## src/rtl/bdp_pkg.sv

```systemverilog
package bdp_pkg;
   localparam int NUM_LANES = 3;
   localparam int LANE_D    = 2;

   function automatic int lane_width(input int idx, input int wb, input int wd);
      return (idx == LANE_D) ? wd : wb;
   endfunction

   function automatic int lane_offset(input int idx, input int wb);
      return idx * wb;
   endfunction
endpackage

```

## src/rtl/bdp_period_ctl.sv

```systemverilog
module bdp_period_ctl #(
   parameter int FRAMES = 4
) (
   input  logic clk,
   input  logic rst_n,
   input  logic fsync,
   input  logic tx_wr,
   input  logic irq_clr,
   output logic xfer,
   output logic irq,
   output logic underrun
);
   localparam int CW = (FRAMES > 2) ? $clog2(FRAMES) : 1;

   logic          running;
   logic [CW-1:0] frm_cnt;
   logic          tx_fresh;
   logic          last_frm;

   assign last_frm = (frm_cnt == CW'(FRAMES - 1));
   assign xfer     = fsync & running & last_frm;

   always_ff @(posedge clk) begin
      if (!rst_n) begin
         running  <= 1'b0;
         frm_cnt  <= '0;
         tx_fresh <= 1'b0;
         irq      <= 1'b0;
         underrun <= 1'b0;
      end else begin
         if (fsync) begin
            if (!running) begin
               running <= 1'b1;
               frm_cnt <= '0;
            end else if (last_frm) begin
               frm_cnt <= '0;
            end else begin
               frm_cnt <= frm_cnt + CW'(1);
            end
         end
         if (tx_wr)     tx_fresh <= 1'b1;
         else if (xfer) tx_fresh <= 1'b0;
         if (xfer)         irq <= 1'b1;
         else if (irq_clr) irq <= 1'b0;
         if (xfer && !tx_fresh) underrun <= 1'b1;
         else if (irq_clr)      underrun <= 1'b0;
      end
   end
endmodule

```

## src/rtl/bdp_rx_lane.sv

```systemverilog
module bdp_rx_lane #(
   parameter int W = 32
) (
   input  logic         clk,
   input  logic         rst_n,
   input  logic         stb,
   input  logic         din,
   input  logic         xfer,
   output logic [W-1:0] q
);
   logic [W-1:0] sh;

   always_ff @(posedge clk) begin
      if (!rst_n) begin
         sh <= '1;
         q  <= '1;
      end else if (xfer) begin
         q  <= sh;
         sh <= '1;
      end else if (stb) begin
         sh <= {sh[W-2:0], din};
      end
   end
endmodule

```

## src/rtl/bdp_tx_lane.sv

```systemverilog
module bdp_tx_lane #(
   parameter int W = 32
) (
   input  logic         clk,
   input  logic         rst_n,
   input  logic         stb,
   input  logic         xfer,
   input  logic         wr,
   input  logic [W-1:0] wdata,
   output logic         msb
);
   logic [W-1:0] shadow;
   logic [W-1:0] sh;

   assign msb = sh[W-1];

   always_ff @(posedge clk) begin
      if (!rst_n) begin
         shadow <= '1;
         sh     <= '1;
      end else begin
         if (wr) shadow <= wdata;
         if (xfer)     sh <= shadow;
         else if (stb) sh <= {sh[W-2:0], 1'b1};
      end
   end
endmodule

```

## src/rtl/bd_frame_packer.sv

```systemverilog
module bd_frame_packer #(
   parameter int BITS_B = 8,
   parameter int BITS_D = 2,
   parameter int FRAMES = 4,
   localparam int W_B   = BITS_B * FRAMES,
   localparam int W_D   = BITS_D * FRAMES
) (
   input  logic           clk,
   input  logic           rst_n,
   input  logic           fsync,
   input  logic           b1_stb,
   input  logic           b2_stb,
   input  logic           d_stb,
   input  logic           rx_bit,
   output logic           tx_bit,
   input  logic           tx_wr,
   input  logic [W_B-1:0] tx_b1_wdata,
   input  logic [W_B-1:0] tx_b2_wdata,
   input  logic [W_D-1:0] tx_d_wdata,
   output logic [W_B-1:0] rx_b1_q,
   output logic [W_B-1:0] rx_b2_q,
   output logic [W_D-1:0] rx_d_q,
   output logic           irq,
   input  logic           irq_clr,
   output logic           tx_underrun
);
   import bdp_pkg::*;

   localparam int TOT = 2 * W_B + W_D;

   if (BITS_B < 1 || BITS_D < 1) begin : g_bad_bits
      $error("bd_frame_packer: channel bit counts must be at least 1");
   end
   if (FRAMES < 2) begin : g_bad_frames
      $error("bd_frame_packer: FRAMES must be at least 2");
   end
   if (W_D < 2) begin : g_bad_dwidth
      $error("bd_frame_packer: D word must be at least 2 bits");
   end

   logic                 xfer;
   logic [NUM_LANES-1:0] stb_v;
   logic [NUM_LANES-1:0] msb_v;
   logic [TOT-1:0]       wdata_all;
   logic [TOT-1:0]       rdata_all;

   assign stb_v     = {d_stb, b2_stb, b1_stb};
   assign wdata_all = {tx_d_wdata, tx_b2_wdata, tx_b1_wdata};
   assign rx_b1_q   = rdata_all[0 +: W_B];
   assign rx_b2_q   = rdata_all[W_B +: W_B];
   assign rx_d_q    = rdata_all[2*W_B +: W_D];
   assign tx_bit    = (stb_v == '0) ? 1'b1 : |(stb_v & msb_v);

   bdp_period_ctl #(.FRAMES(FRAMES)) ctl_i (
      .clk      (clk),
      .rst_n    (rst_n),
      .fsync    (fsync),
      .tx_wr    (tx_wr),
      .irq_clr  (irq_clr),
      .xfer     (xfer),
      .irq      (irq),
      .underrun (tx_underrun)
   );

   for (genvar i = 0; i < NUM_LANES; i++) begin : g_lane
      localparam int LW = lane_width(i, W_B, W_D);
      localparam int LO = lane_offset(i, W_B);

      bdp_rx_lane #(.W(LW)) rx_i (
         .clk   (clk),
         .rst_n (rst_n),
         .stb   (stb_v[i]),
         .din   (rx_bit),
         .xfer  (xfer),
         .q     (rdata_all[LO +: LW])
      );

      bdp_tx_lane #(.W(LW)) tx_i (
         .clk   (clk),
         .rst_n (rst_n),
         .stb   (stb_v[i]),
         .xfer  (xfer),
         .wr    (tx_wr),
         .wdata (wdata_all[LO +: LW]),
         .msb   (msb_v[i])
      );
   end
endmodule

```

## config.mk

```make
export PLATFORM = sky130hd
export DESIGN_NAME = bd_frame_packer
export DESIGN_NICKNAME = d
export VERILOG_FILES = /design/src/rtl/bdp_pkg.sv /design/src/rtl/bdp_period_ctl.sv /design/src/rtl/bdp_rx_lane.sv /design/src/rtl/bdp_tx_lane.sv /design/src/rtl/bd_frame_packer.sv
export SDC_FILE = /design/constraint.sdc
export NUM_CORES = 1
export LEC_CHECK = 0
export CAP_MARGIN = 20
export CORE_UTILIZATION = 55
export CTS_BUF_LIST = sky130_fd_sc_hd__clkbuf_2 sky130_fd_sc_hd__clkbuf_4 sky130_fd_sc_hd__clkbuf_8
export DETAILED_ROUTE_END_ITERATION = 6
export GPL_ROUTABILITY_DRIVEN = 0
export PLACE_DENSITY_LB_ADDON = 0.12
export SLEW_MARGIN = 20
export SYNTH_ARGS = -nofsm -noshare
export SYNTH_HDL_FRONTEND = slang
export SYNTH_HIERARCHICAL = 1
export SYNTH_SLANG_ARGS = --single-unit
```

## constraint.sdc

```tcl
create_clock -name clk -period 3.6 [get_ports clk]
set_input_delay 0.72 -clock clk [delete_from_list [all_inputs] [get_ports clk]]
set_output_delay 0.72 -clock clk [all_outputs]
set_load 0.005 [all_outputs]
```

==> summary.md <==
Grouping stages by cell kind, the critical path spends the most delay in buffers and inverters. The number of pins with negative max-slew slack in the final report was 0. At the worst endpoint, the required time is 2.88 ns. For the number of global-route vias before repair, the log shows 7155.

The run gives 0 as the final antenna diode count. For this run, the register share of the synthesized area comes to 50.0%. After floorplanning, the core was divided into 53 placement rows.

For the pin with the worst max-slew slack, the measured transition is 1.06 ns. The run gives 3 as the initial antenna violation count. The largest driver fanout on the critical path came out at 3. The fraction of power spent switching nets is 21.5%, and the largest net degree at the start of global routing is 78. The element type at the critical path start is an input pin.

The tools report the global-route wire length before repair as 35100 µm. Input and output buffers added on the ports amount to 155. The final critical-path share of the clock period works out to 84.1%.

Vias per cell: 5.06. The summed instance area of the synthesized netlist is 11800 µm², and the worst clock skew on the final layout is 0.0146 ns. The number of hold-repair buffers added at the cts stage was 0; the power per unit of standard cell area was 464 nW/µm². The deepest clock path buffer count was 3. Global routing used 19.4% of the available tracks across all layers. Gates resized during post-CTS repair numbered 0.

The share of total power dissipated in combinational logic is 5.6%. Summing all placed instances gives a cell area of 13000 µm². For the net switching power figure, the log shows 1.40 mW. The sequential power share came out at 51.5%.

Overall power consumption after layout is estimated at 6.49 mW. For the filler-free cell count of the finished design, the log shows 1489. Setup repair after global routing left no endpoint under its margin. In this run the number of H-tree levels came out at 2.

In the synthesized netlist the dominant register cell turns out to be sky130_fd_sc_hd__dfxtp_1. Aggregate negative setup slack: 0 ns. The total length of routed wires was 21200 µm; the count of max-cap constraint violations was 0. The tools report the leftover overflow at the end of global routing as 0.

TritonCTS built the clock tree. In this run the remaining antenna-violating nets after routing total 0. Setup violations remaining at the end of the flow were counted as 0. 156 I/O pins were placed. The largest single stage delay on the critical path is 0.61 ns. The critical path is of the in -> out type. The clock-pin slew reported for the worst setup and hold paths after clock tree synthesis was 0.06 ns; the total internal power was 5.09 mW. The tools report the effective utilization at floorplan as 56.0%. The tree is rooted in a sky130_fd_sc_hd__clkbuf_8. The run gives 1132 as the net count after synthesis. The clock network is responsible for 42.9% of the overall power. The tree built by TritonCTS fans out to 294 sinks. Among all stages on the critical path, the largest delay is contributed by sky130_fd_sc_hd__clkdlybuf4s50_1.

After synthesis the netlist holds a flip-flop and latch count of 294. Subtracting the final worst setup slack from the clock period gives 3.03 ns. The worst-case headroom to the max-slew limit came out at 29.4%. The share of synthesized registers carrying an async set or reset was 0%. The number of cells produced by synthesis was 1050. The die covers 22000 µm². Summed over all cells, the static leakage comes to 6.00 nW. The number of iterations in the first detailed-routing pass was 4. Counting distinct cell types in the post-synthesis netlist gives 29. The number of setup buffers added after CTS is 0.

The share of cells above drive strength 1 is 14.1%. Dividing the detail-routed wire length by the instance count gives 14.2 µm. The core region is 21000 µm². The run gives 1410 as the number of placed cells counting well taps. The final hold violation count was 0; the endpoint arrival time on the critical path was 2.31 ns. Relative to the synthesized area, the layout overhead comes to 18.7%. Cell type with the highest occurrence count on the critical path: sky130_fd_sc_hd__clkdlybuf4s50_1.

The flow ran to the end, and the final reports show no timing, DRC or antenna violations. From left edge to right edge, the die measures 148 µm. The critical path goes through clkdlybuf4s50_1 > o31ai_1 > clkdlybuf4s50_1. Static timing analysis puts the maximum clock frequency at 330 MHz. TritonCTS created 48 clock buffers. The tools report the share of the core filled with cells as 66.4%. Across the VDD grid, the largest voltage drop is 0.000306 V. Counting flops with a built-in enable in the synthesized netlist gives 0. The clock latency reported for the late side of the worst-skew pair is 0.54 ns. The detailed router placed 7537 vias in this run.

In this run, the number of DRC markers left after iteration 0 of detailed routing was 206. Averaged over all synthesized cells, the footprint is 11.2 µm². With fillers left out, the area of the finished cells amounts to 14000 µm². Height of the die: 148 µm.

STA classifies the critical path endpoint as an output port. For this run, design rule violations remaining after detail routing come to 0. Yosys printed 6 warnings. The HPWL after detailed placement is 12700 µm. In this run the worst hold path is classified as reg -> reg. The critical path contains buffers and inverters numbering 2 combined. The net count of the finished layout is 1267.
## cells in the mapped netlist, types with 3 or more instances
cell                       instances  area share [%]
sky130_fd_sc_hd__nand2_1         218             7.0
sky130_fd_sc_hd__nor3_1            3            0.13
sky130_fd_sc_hd__and3b_2           6            0.51
sky130_fd_sc_hd__and3b_1          63             4.7
sky130_fd_sc_hd__a21oi_1           6            0.26
sky130_fd_sc_hd__buf_4            13            0.83
sky130_fd_sc_hd__buf_2            16            0.68
sky130_fd_sc_hd__mux2i_1         285              24
sky130_fd_sc_hd__a21oi_2          63             4.7
sky130_fd_sc_hd__buf_6            39             3.7
sky130_fd_sc_hd__buf_12            6             1.0
sky130_fd_sc_hd__clkbuf_1          6            0.19
sky130_fd_sc_hd__dfxtp_1         294              50
sky130_fd_sc_hd__o21ai_1           4            0.17
sky130_fd_sc_hd__nor2b_4           3            0.35
sky130_fd_sc_hd__nor2b_1           4            0.21
sky130_fd_sc_hd__nor2b_2           3            0.22
sky130_fd_sc_hd__nand2b_1          3            0.16
## cells by family (layout without fill, tap and decap cells)
family	count (synthesis)	after routing	share of synthesized area (%)
flops	294	294	50.0
fa+ha+maj	1	1	0.106
simple gates	307	307	13.5
buf+inv	83	247	6.61
compound gates	80	80	5.56
mux	285	285	24.2
## stage by stage
| step | setup WS, ns | hold slack, ns |
|---|---|---|
| after CTS | 0.615 | 0.451 |
| after global routing | 0.521 | 0.480 |
| after floorplan | 1.74 | 0.423 |
| after detailed placement | 0.627 | 0.442 |
| final | 0.572 | 0.449 |
| after global placement | 0.564 | 0.432 |
## layout by cell type (no fill, tap or decap), drive strengths merged
master,n
nor2b,10
o31ai,1
buf,16
clkdlybuf4s50,151
nand3b,1
mux2i,285
nand3,2
a21oi,69
and3b,69
nand2,218
nand2b,3
dfxtp,294
and4bb,1
a21boi,2
o21a,2
a222oi,1
inv,1
clkinv,2
nor3,3
ha,1
clkbuf,77
o21ai,5
## area by class of cell
class	count	area (µm²)
well taps	275	344
repair buffers	167	1690
clock inverters	2	10.0
fillers	1734	7060
multi-input cells	673	5120
inverters	1	8.76
flip-flops and latches	294	5890
clock buffers	77	916
## sequential cells by signal (all words and copies together) (netlist names)
| signal | cells |
|---|---|
| ctl_i/running | 1 |
| ctl_i/frm_cnt | 2 |
| g_lane.tx_i/shadow | 72 |
| ctl_i/irq | 1 |
| g_lane.rx_i/sh | 72 |
| ctl_i/tx_fresh | 1 |
| ctl_i/underrun | 1 |
| g_lane.tx_i/sh | 72 |
| g_lane.rx_i/q | 72 |
## routing by layer
metal  vias to the layer above  global-route usage [%]  share of wire [%]
li1                       3867                       -                  -
met1                      3497                    25.3                 48
met2                       143                    31.0                 45
met3                        28                    4.88                5.1
met4                         2                    6.75                1.4
met5                         -                       0              0.057
## worst register-to-register path: cells and delay by family (launching register included)
family / cells / cell delay (ns)
adders and majority gates: 1 / 0.18
buffers and inverters: 2 / 0.99
DFF: 1 / 0.34
muxes: 1 / 0.24
and+or+nand+nor: 2 / 0.26
## worst paths after layout
kind / to / cells after the start / startpoint / slack (ns)
hold reg to reg: ctl_i/tx_fresh / 2 / ctl_i/tx_fresh / 0.45
setup reg to reg: g_lane[1].rx_i/q[13] / 6 / ctl_i/frm_cnt[0] / 1.45
setup / recovery: tx_bit / 3 / d_stb / 0.57
hold / removal: ctl_i/tx_fresh / 2 / ctl_i/tx_fresh / 0.45
## power groups by stage
stage / logic (mW) / registers [mW] / clock network (mW)
floorplan: 0.280 / 3.40 / 0
global placement: 0.364 / 3.41 / 0
detailed placement: 0.367 / 3.41 / 0
CTS: 0.368 / 3.34 / 2.88
global route: 0.396 / 3.34 / 3.02
finish: 0.365 / 3.34 / 2.78
Note: power is estimated with default switching activity, not from simulation.
